===== src/rtl/dma_desc_pkg.sv =====
package dma_desc_pkg;

    localparam int CNT_W = 16;
    localparam int AW    = 32;

    localparam int B_EN_TAKE = 31;
    localparam int B_IDLE    = 30;
    localparam int B_START   = 29;
    localparam int B_EN_PAGE = 28;
    localparam int B_EN_DONE = 27;
    localparam int B_ABORT   = 26;
    localparam int B_DIR     = 25;

    typedef enum logic [1:0] {
        RA_CTRL  = 2'd0,
        RA_NADDR = 2'd1,
        RA_ISTAT = 2'd2,
        RA_ICFG  = 2'd3
    } reg_slot_e;

    typedef struct packed {
        logic             valid;
        logic [CNT_W-1:0] cnt;
        logic [AW-1:0]    addr;
        logic             dir;
        logic             en_take;
        logic             en_page;
        logic             en_done;
    } pend_s;

    typedef struct packed {
        logic             busy;
        logic [CNT_W-1:0] cnt;
        logic [AW-1:0]    addr;
        logic             dir;
        logic             load;
    } act_s;

    typedef struct packed {
        logic flag;
        logic gie;
    } irq_s;

endpackage


===== src/rtl/dma_pend_slot.sv =====
module dma_pend_slot
    import dma_desc_pkg::*;
(
    input  logic             clk,
    input  logic             rst_n,
    input  logic             wr_ctrl,
    input  logic             wr_naddr,
    input  logic             w_start,
    input  logic             w_dir,
    input  logic [CNT_W-1:0] w_cnt,
    input  logic             w_en_take,
    input  logic             w_en_page,
    input  logic             w_en_done,
    input  logic [AW-1:0]    w_addr,
    input  logic             abort,
    input  logic             take,
    output pend_s            pend
);

    pend_s pend_d, pend_q;

    always_comb begin
        pend_d = pend_q;
        if (wr_ctrl) begin
            pend_d.en_take = w_en_take;
            pend_d.en_page = w_en_page;
            pend_d.en_done = w_en_done;
        end
        if (!pend_q.valid) begin
            if (wr_ctrl) begin
                pend_d.cnt = w_cnt;
                pend_d.dir = w_dir;
                if (w_start && !abort)
                    pend_d.valid = 1'b1;
            end
            if (wr_naddr)
                pend_d.addr = w_addr;
        end
        if (take || abort)
            pend_d.valid = 1'b0;
    end

    always_ff @(posedge clk or negedge rst_n) begin
        if (!rst_n) pend_q <= '0;
        else        pend_q <= pend_d;
    end

    assign pend = pend_q;

endmodule


===== src/rtl/dma_active_xfer.sv =====
module dma_active_xfer
    import dma_desc_pkg::*;
#(
    parameter int ADDR_STEP = 4
) (
    input  logic             clk,
    input  logic             rst_n,
    input  logic             take,
    input  logic [CNT_W-1:0] p_cnt,
    input  logic [AW-1:0]    p_addr,
    input  logic             p_dir,
    input  logic             word,
    input  logic             abort,
    output act_s             act,
    output logic             done_evt
);

    localparam logic [AW-1:0] STEP = AW'(ADDR_STEP);

    act_s act_d, act_q;

    always_comb begin
        act_d      = act_q;
        act_d.load = 1'b0;
        done_evt   = 1'b0;
        if (abort) begin
            act_d.busy = 1'b0;
        end else if (take) begin
            act_d.busy = (p_cnt != '0);
            act_d.cnt  = p_cnt;
            act_d.addr = p_addr;
            act_d.dir  = p_dir;
            act_d.load = 1'b1;
            done_evt   = (p_cnt == '0);
        end else if (act_q.busy && word) begin
            act_d.cnt  = act_q.cnt - 1'b1;
            act_d.addr = act_q.addr + STEP;
            if (act_q.cnt == CNT_W'(1)) begin
                act_d.busy = 1'b0;
                done_evt   = 1'b1;
            end
        end
    end

    always_ff @(posedge clk or negedge rst_n) begin
        if (!rst_n) act_q <= '0;
        else        act_q <= act_d;
    end

    assign act = act_q;

endmodule


===== src/rtl/dma_irq_unit.sv =====
module dma_irq_unit (
    input  logic clk,
    input  logic rst_n,
    input  logic set_take,
    input  logic set_done,
    input  logic clr,
    input  logic wr_cfg,
    input  logic cfg_gie,
    output logic flag,
    output logic gie,
    output logic irq
);

    import dma_desc_pkg::*;

    irq_s irq_d, irq_q;

    always_comb begin
        irq_d = irq_q;
        if (clr)
            irq_d.flag = 1'b0;
        if (set_take || set_done)
            irq_d.flag = 1'b1;
        if (wr_cfg)
            irq_d.gie = cfg_gie;
    end

    always_ff @(posedge clk or negedge rst_n) begin
        if (!rst_n) irq_q <= '0;
        else        irq_q <= irq_d;
    end

    assign flag = irq_q.flag;
    assign gie  = irq_q.gie;
    assign irq  = irq_q.flag & irq_q.gie;

endmodule


===== src/rtl/dma_desc_ctrl.sv =====
module dma_desc_ctrl
    import dma_desc_pkg::*;
#(
    parameter int ADDR_STEP = 4
) (
    input  logic             clk,
    input  logic             rst_n,
    input  logic             reg_wr,
    input  logic [1:0]       reg_addr,
    input  logic [31:0]      reg_wdata,
    output logic [31:0]      reg_rdata,
    output logic             xfer_load,
    output logic [CNT_W-1:0] xfer_count,
    output logic [AW-1:0]    xfer_addr,
    input  logic             xfer_word,
    output logic             xfer_rd,
    output logic             irq
);

    pend_s pend;
    act_s  act;

    logic wr_ctrl, wr_naddr, wr_stat, wr_cfg;
    logic abort_req, take, done_evt;
    logic irq_flag, irq_gie, irq_clr, set_any;
    logic pend_valid, busy;
    logic [AW-1:0] next_addr;
    logic [31:0] ctrl_rd;

    assign wr_ctrl   = reg_wr && (reg_addr == RA_CTRL);
    assign wr_naddr  = reg_wr && (reg_addr == RA_NADDR);
    assign wr_stat   = reg_wr && (reg_addr == RA_ISTAT);
    assign wr_cfg    = reg_wr && (reg_addr == RA_ICFG);
    assign abort_req = wr_ctrl && reg_wdata[B_ABORT];

    assign pend_valid = pend.valid;
    assign next_addr  = pend.addr;
    assign busy       = act.busy;
    assign take       = pend.valid && !act.busy;

    dma_pend_slot u_pend (
        .clk       (clk),
        .rst_n     (rst_n),
        .wr_ctrl   (wr_ctrl),
        .wr_naddr  (wr_naddr),
        .w_start   (reg_wdata[B_START]),
        .w_dir     (reg_wdata[B_DIR]),
        .w_cnt     (reg_wdata[CNT_W-1:0]),
        .w_en_take (reg_wdata[B_EN_TAKE]),
        .w_en_page (reg_wdata[B_EN_PAGE]),
        .w_en_done (reg_wdata[B_EN_DONE]),
        .w_addr    (reg_wdata[AW-1:0]),
        .abort     (abort_req),
        .take      (take),
        .pend      (pend)
    );

    dma_active_xfer #(.ADDR_STEP(ADDR_STEP)) u_act (
        .clk      (clk),
        .rst_n    (rst_n),
        .take     (take && !abort_req),
        .p_cnt    (pend.cnt),
        .p_addr   (pend.addr),
        .p_dir    (pend.dir),
        .word     (xfer_word),
        .abort    (abort_req),
        .act      (act),
        .done_evt (done_evt)
    );

    assign irq_clr = wr_stat && reg_wdata[0];
    assign set_any = (take && !abort_req && pend.en_take) || (done_evt && pend.en_done);

    dma_irq_unit u_irq (
        .clk      (clk),
        .rst_n    (rst_n),
        .set_take (take && !abort_req && pend.en_take),
        .set_done (done_evt && pend.en_done),
        .clr      (irq_clr),
        .wr_cfg   (wr_cfg),
        .cfg_gie  (reg_wdata[0]),
        .flag     (irq_flag),
        .gie      (irq_gie),
        .irq      (irq)
    );

    always_comb begin
        ctrl_rd            = '0;
        ctrl_rd[B_EN_TAKE] = pend.en_take;
        ctrl_rd[B_IDLE]    = !act.busy;
        ctrl_rd[B_START]   = !pend.valid;
        ctrl_rd[B_EN_PAGE] = pend.en_page;
        ctrl_rd[B_EN_DONE] = pend.en_done;
        ctrl_rd[B_DIR]     = pend.dir;
        ctrl_rd[CNT_W-1:0] = pend.cnt;
    end

    always_comb begin
        case (reg_slot_e'(reg_addr))
            RA_CTRL:  reg_rdata = ctrl_rd;
            RA_NADDR: reg_rdata = pend.addr;
            RA_ISTAT: reg_rdata = {31'b0, irq_flag};
            default:  reg_rdata = {31'b0, irq_gie};
        endcase
    end

    assign xfer_load  = act.load;
    assign xfer_count = act.cnt;
    assign xfer_addr  = act.addr;
    assign xfer_rd    = act.dir;

endmodule


===== config.mk =====
export PLATFORM = sky130hd
export DESIGN_NAME = dma_desc_ctrl
export DESIGN_NICKNAME = d
export VERILOG_FILES = /design/src/rtl/dma_desc_pkg.sv /design/src/rtl/dma_pend_slot.sv /design/src/rtl/dma_active_xfer.sv /design/src/rtl/dma_irq_unit.sv /design/src/rtl/dma_desc_ctrl.sv
export SDC_FILE = /design/constraint.sdc
export NUM_CORES = 1
export LEC_CHECK = 0
export ABC_CLOCK_PERIOD_IN_PS = 2800
export BUFFER_PORTS_ARGS = -buffer_cell sky130_fd_sc_hd__buf_2
export CAP_MARGIN = 25
export CORE_MARGIN = 4
export CORE_UTILIZATION = 34
export DETAILED_ROUTE_END_ITERATION = 12
export GPL_TIMING_DRIVEN = 0
export SLEW_MARGIN = 10
export SYNTH_ARGS = -nofsm -noshare
export SYNTH_HDL_FRONTEND = slang
export SYNTH_HIERARCHICAL = 1
export SYNTH_SLANG_ARGS = --single-unit

===== constraint.sdc =====
create_clock -name clk -period 2.8 [get_ports clk]
set_input_delay 0.14 -clock clk [delete_from_list [all_inputs] [get_ports clk]]
set_output_delay 0.14 -clock clk [all_outputs]
set_load 0.01 [all_outputs]

==> impl_results.md <==
- Status: finished, final reports clean
- Post-CTS setup buffer count: 0
- Skew-Pair Late Insertion Delay: 0.36 ns
- CP peak stage delay: 0.58 ns
- Final nets: 736
- Clk buf depth: 2
- CP delay by family, top: buffers and inverters
- Worst hold path type: primary input to flip-flop
- Critical Path AT: approximately 2.9 ns
- RSZ-0062 raised after global routing: no
- 1st-iter DRT viols: 478
- CTS tree: built
- Sw frac: 0.4282
- Hold Violations, Final: 0
- RePlAce Congestion: 0.9132
- Seq/Total Area, Yosys: 0.4609
- Worst VDD drop: 0.4644 mV
- Fillers: approximately 1,700
- Chip height: 138.1 um
- DP HPWL: ~14,000 um
- Cell Count, Final, Fillers Out: 919
- Pint: ~4.2 mW
- Port Buffers: approximately 120
- CP required: 3.07 ns
- Max-slew violations: 0
- Reg power frac: 0.408
- Initial core utilization: 0.3471
- Grt met3 use: 0.04627
- Area grow syn2layout: 21.33%
- Via count: 5,073
- Die ar.: between 0.015 and 0.02 mm^2
- Antenna Cells: 0
- Drt drc: 0
- Clock share of power: 0.175
- DRT Wirelength: between 15,000 and 20,000 um
- GR Overflow Total: 0
- Post-Syn Area: 0.005756 mm^2
- # rows: 47
- Avg Cell Area, Syn: ~10 um^2
- Drt wl/cell: between 20 and 25 um
- Critical path startpoint category: flip-flop
- Synth warn: 6
- Root buf cell: clkbuf_16
- Async set-or-reset flop fraction in the synthesized netlist: 1.000
- Worst setup EP type: flip-flop
- Minimum clock period: between 2 and 3 ns
- GR Util met2: 0.3235
- Buf+Inv Stages, Crit Path: 3
- Met1 Usage GRT: 0.2761
- Setup-failing EPs final: 0
- Max Fclk: 0.3876 GHz
- GRT Util Overall: 0.2019
- Vias in the first global route: 5,164
- Net switching power: 3.120 mW
- Slew HR: 0.4400
- Total core area: 0.01658 mm^2
- Num CTS Buffers: 9
- Initial antenna violation count: 0
- Placed Cells: 901
- CP max FO: 10
- Pleak: 3.143 nW
- Crit-path slowest cell: clkbuf_1
- Post-synth EDFFs: 0
- Worst Tran Pin Value: around 0.84 ns
- PwrDens: 1044 mW/mm^2
- Antenna-violating nets left: 0
- DIE WIDTH: 138.1 um
- Router iterations before antenna repair: 5
- Largest net degree at the start of global routing: 70
- Final period util: 0.9215
- Final hold slack: 0.009051 ns
- Total I/O pin count: 121
- Comb pwr share: 0.417
- Fraction of layout cells with a size suffix above 1: 0.3104
- CTS H-tree lvls: 3
- Critical path class: flip-flop to flip-flop
- Maximum Capacitance Violations: 0
- Reg clk slew, reported paths: approximately 0.070 ns
- CP Cell Sequence: nor2b_1 -> nor2b_1 -> clkbuf_2 -> nand2b_1 -> clkbuf_1 -> clkbuf_1 -> o22ai_1 -> a21oi_1
- Synth Register Bits: 106
- Global routing's busiest layer: met2
- Mapped Nets: 602
- Vias per Instance: about 5.5
- # clock sinks: 106
- Synth cell types: 59
- First-pass GRT wire length: slightly above 30,000 um
- Mapped Cells: 561
- Setup Skew: 0.01248 ns
- Top FF cell, synth: dfrtp_1
placed cells by master, fill, tap and decap left out, drive strengths merged, types with 11 or more instances in the layout:
cell type / n
buf: 131
dfrtp: 106
nor2: 54
mux2: 54
nand2: 44
mux2i: 39
clkbuf: 36
a21oi: 31
o21ai: 24
o22ai: 22
nand3: 18
and2: 14
nand4: 13
nor3: 11
a22oi: 11
Yosys cell counts, types with 3 or more instances:
library cell | n | area (um^2)
dfrtp_1 | 106 | 2653
nor2_1 | 53 | 198.9
nand2_1 | 44 | 165.2
mux2_2 | 40 | 450.4
mux2i_1 | 39 | 390.4
a21oi_1 | 31 | 155.2
clkbuf_1 | 24 | 90.09
o21ai_0 | 24 | 120.1
o22ai_1 | 22 | 137.6
nand3_1 | 18 | 90.09
and2_1 | 14 | 87.58
mux2_4 | 14 | 210.2
nand4_1 | 13 | 81.33
a22oi_1 | 11 | 82.58
nor3_1 | 11 | 55.05
inv_1 | 10 | 37.54
nor4_1 | 8 | 50.05
and3_1 | 6 | 37.54
buf_6 | 5 | 56.30
a311o_1 | 4 | 40.04
and4b_1 | 4 | 40.04
nor2b_1 | 4 | 25.02
or2_2 | 4 | 25.02
xor2_1 | 4 | 35.03
a31oi_1 | 3 | 18.77
ha_1 | 3 | 37.54
registers in the layout, summed over array words and instances (netlist names):
name         flops
u_act/act       51
u_irq/flag       1
u_irq/gie        1
u_pend/pend     53
power by group through the flow:
stage | registers (mW) | logic, mW | clock network [mW]
2_1_floorplan | 2.85 | 1.83 | 0
3_5_place_dp | 2.99 | 3.00 | 0
6_report | 2.98 | 3.04 | 1.27
5_1_grt | 3.09 | 3.30 | 1.36
4_1_cts | 2.97 | 3.02 | 1.31
3_3_place_gp | 2.96 | 2.94 | 0
path summary, 6_finish.rpt:
path	start	endpoint	slack [ns]	cells after the start
max	u_pend/pend[52]	u_act/act[27]	0.22	8
min	reg_wdata[21]	u_pend/pend[25]	0.009	2
max reg2reg	u_pend/pend[52]	u_act/act[27]	0.22	8
min reg2reg	u_act/act[2]	u_act/act[2]	0.48	2
max in group asynchronous	rst_n	u_pend/pend[49]	1.89	3
min in group asynchronous	rst_n	u_act/act[29]	0.25	2
per-layer routing:
layer | routed length (um) | vias up
met5 | 0 | -
met4 | 307 | 0
met3 | 1174 | 30
met2 | 9273 | 207
met1 | 8719 | 2522
li1 | - | 2314
cell families after synthesis:
logic type                 count (synthesis)  share of synthesized area
adders and majority gates                  3                   0.006522
AOI/OAI and AO/OA                        110                     0.1191
DFF                                      106                     0.4609
xor gates and xnor gates                   4                   0.006086
buffers and inverters                     48                    0.04435
and+or+nand+nor                          196                     0.1765
muxes                                     94                     0.1865
layout make-up:
cell class              instances  area, um^2  share of cell area
multi-input cells             407        2850              0.4082
flip-flops and latches        106        2653              0.3799
repair buffers                123       659.4             0.09443
well taps                     220       275.3             0.03942
clock buffers                  10       229.0             0.03279
plain buffers                  37       219.0             0.03136
clock inverters                 5       56.30            0.008063
inverters                      11       41.29            0.005913
repair_timing:
item	CTS	global route
hold endpoints to repair	39	0
hold buffers	3	0
gates resized for setup	1	6
setup endpoints to repair	1	25
metrics by stage:
stage               setup TNS [ns]  power [mW]  setup slack [ns]  utilization  area, um^2
floorplan                        0       4.681            0.5115            -        5756
global placement           -0.4829       5.908          -0.09945       0.3996        6626
detailed placement         -0.3213       5.996          -0.07856       0.4016        6660
CTS                              0       7.295           0.08443       0.4208        6978
global route                     0       7.754           0.08236       0.4211        6983
finish                           0       7.287            0.2198       0.4211        6983
Note: power is estimated with default switching activity, not from simulation.
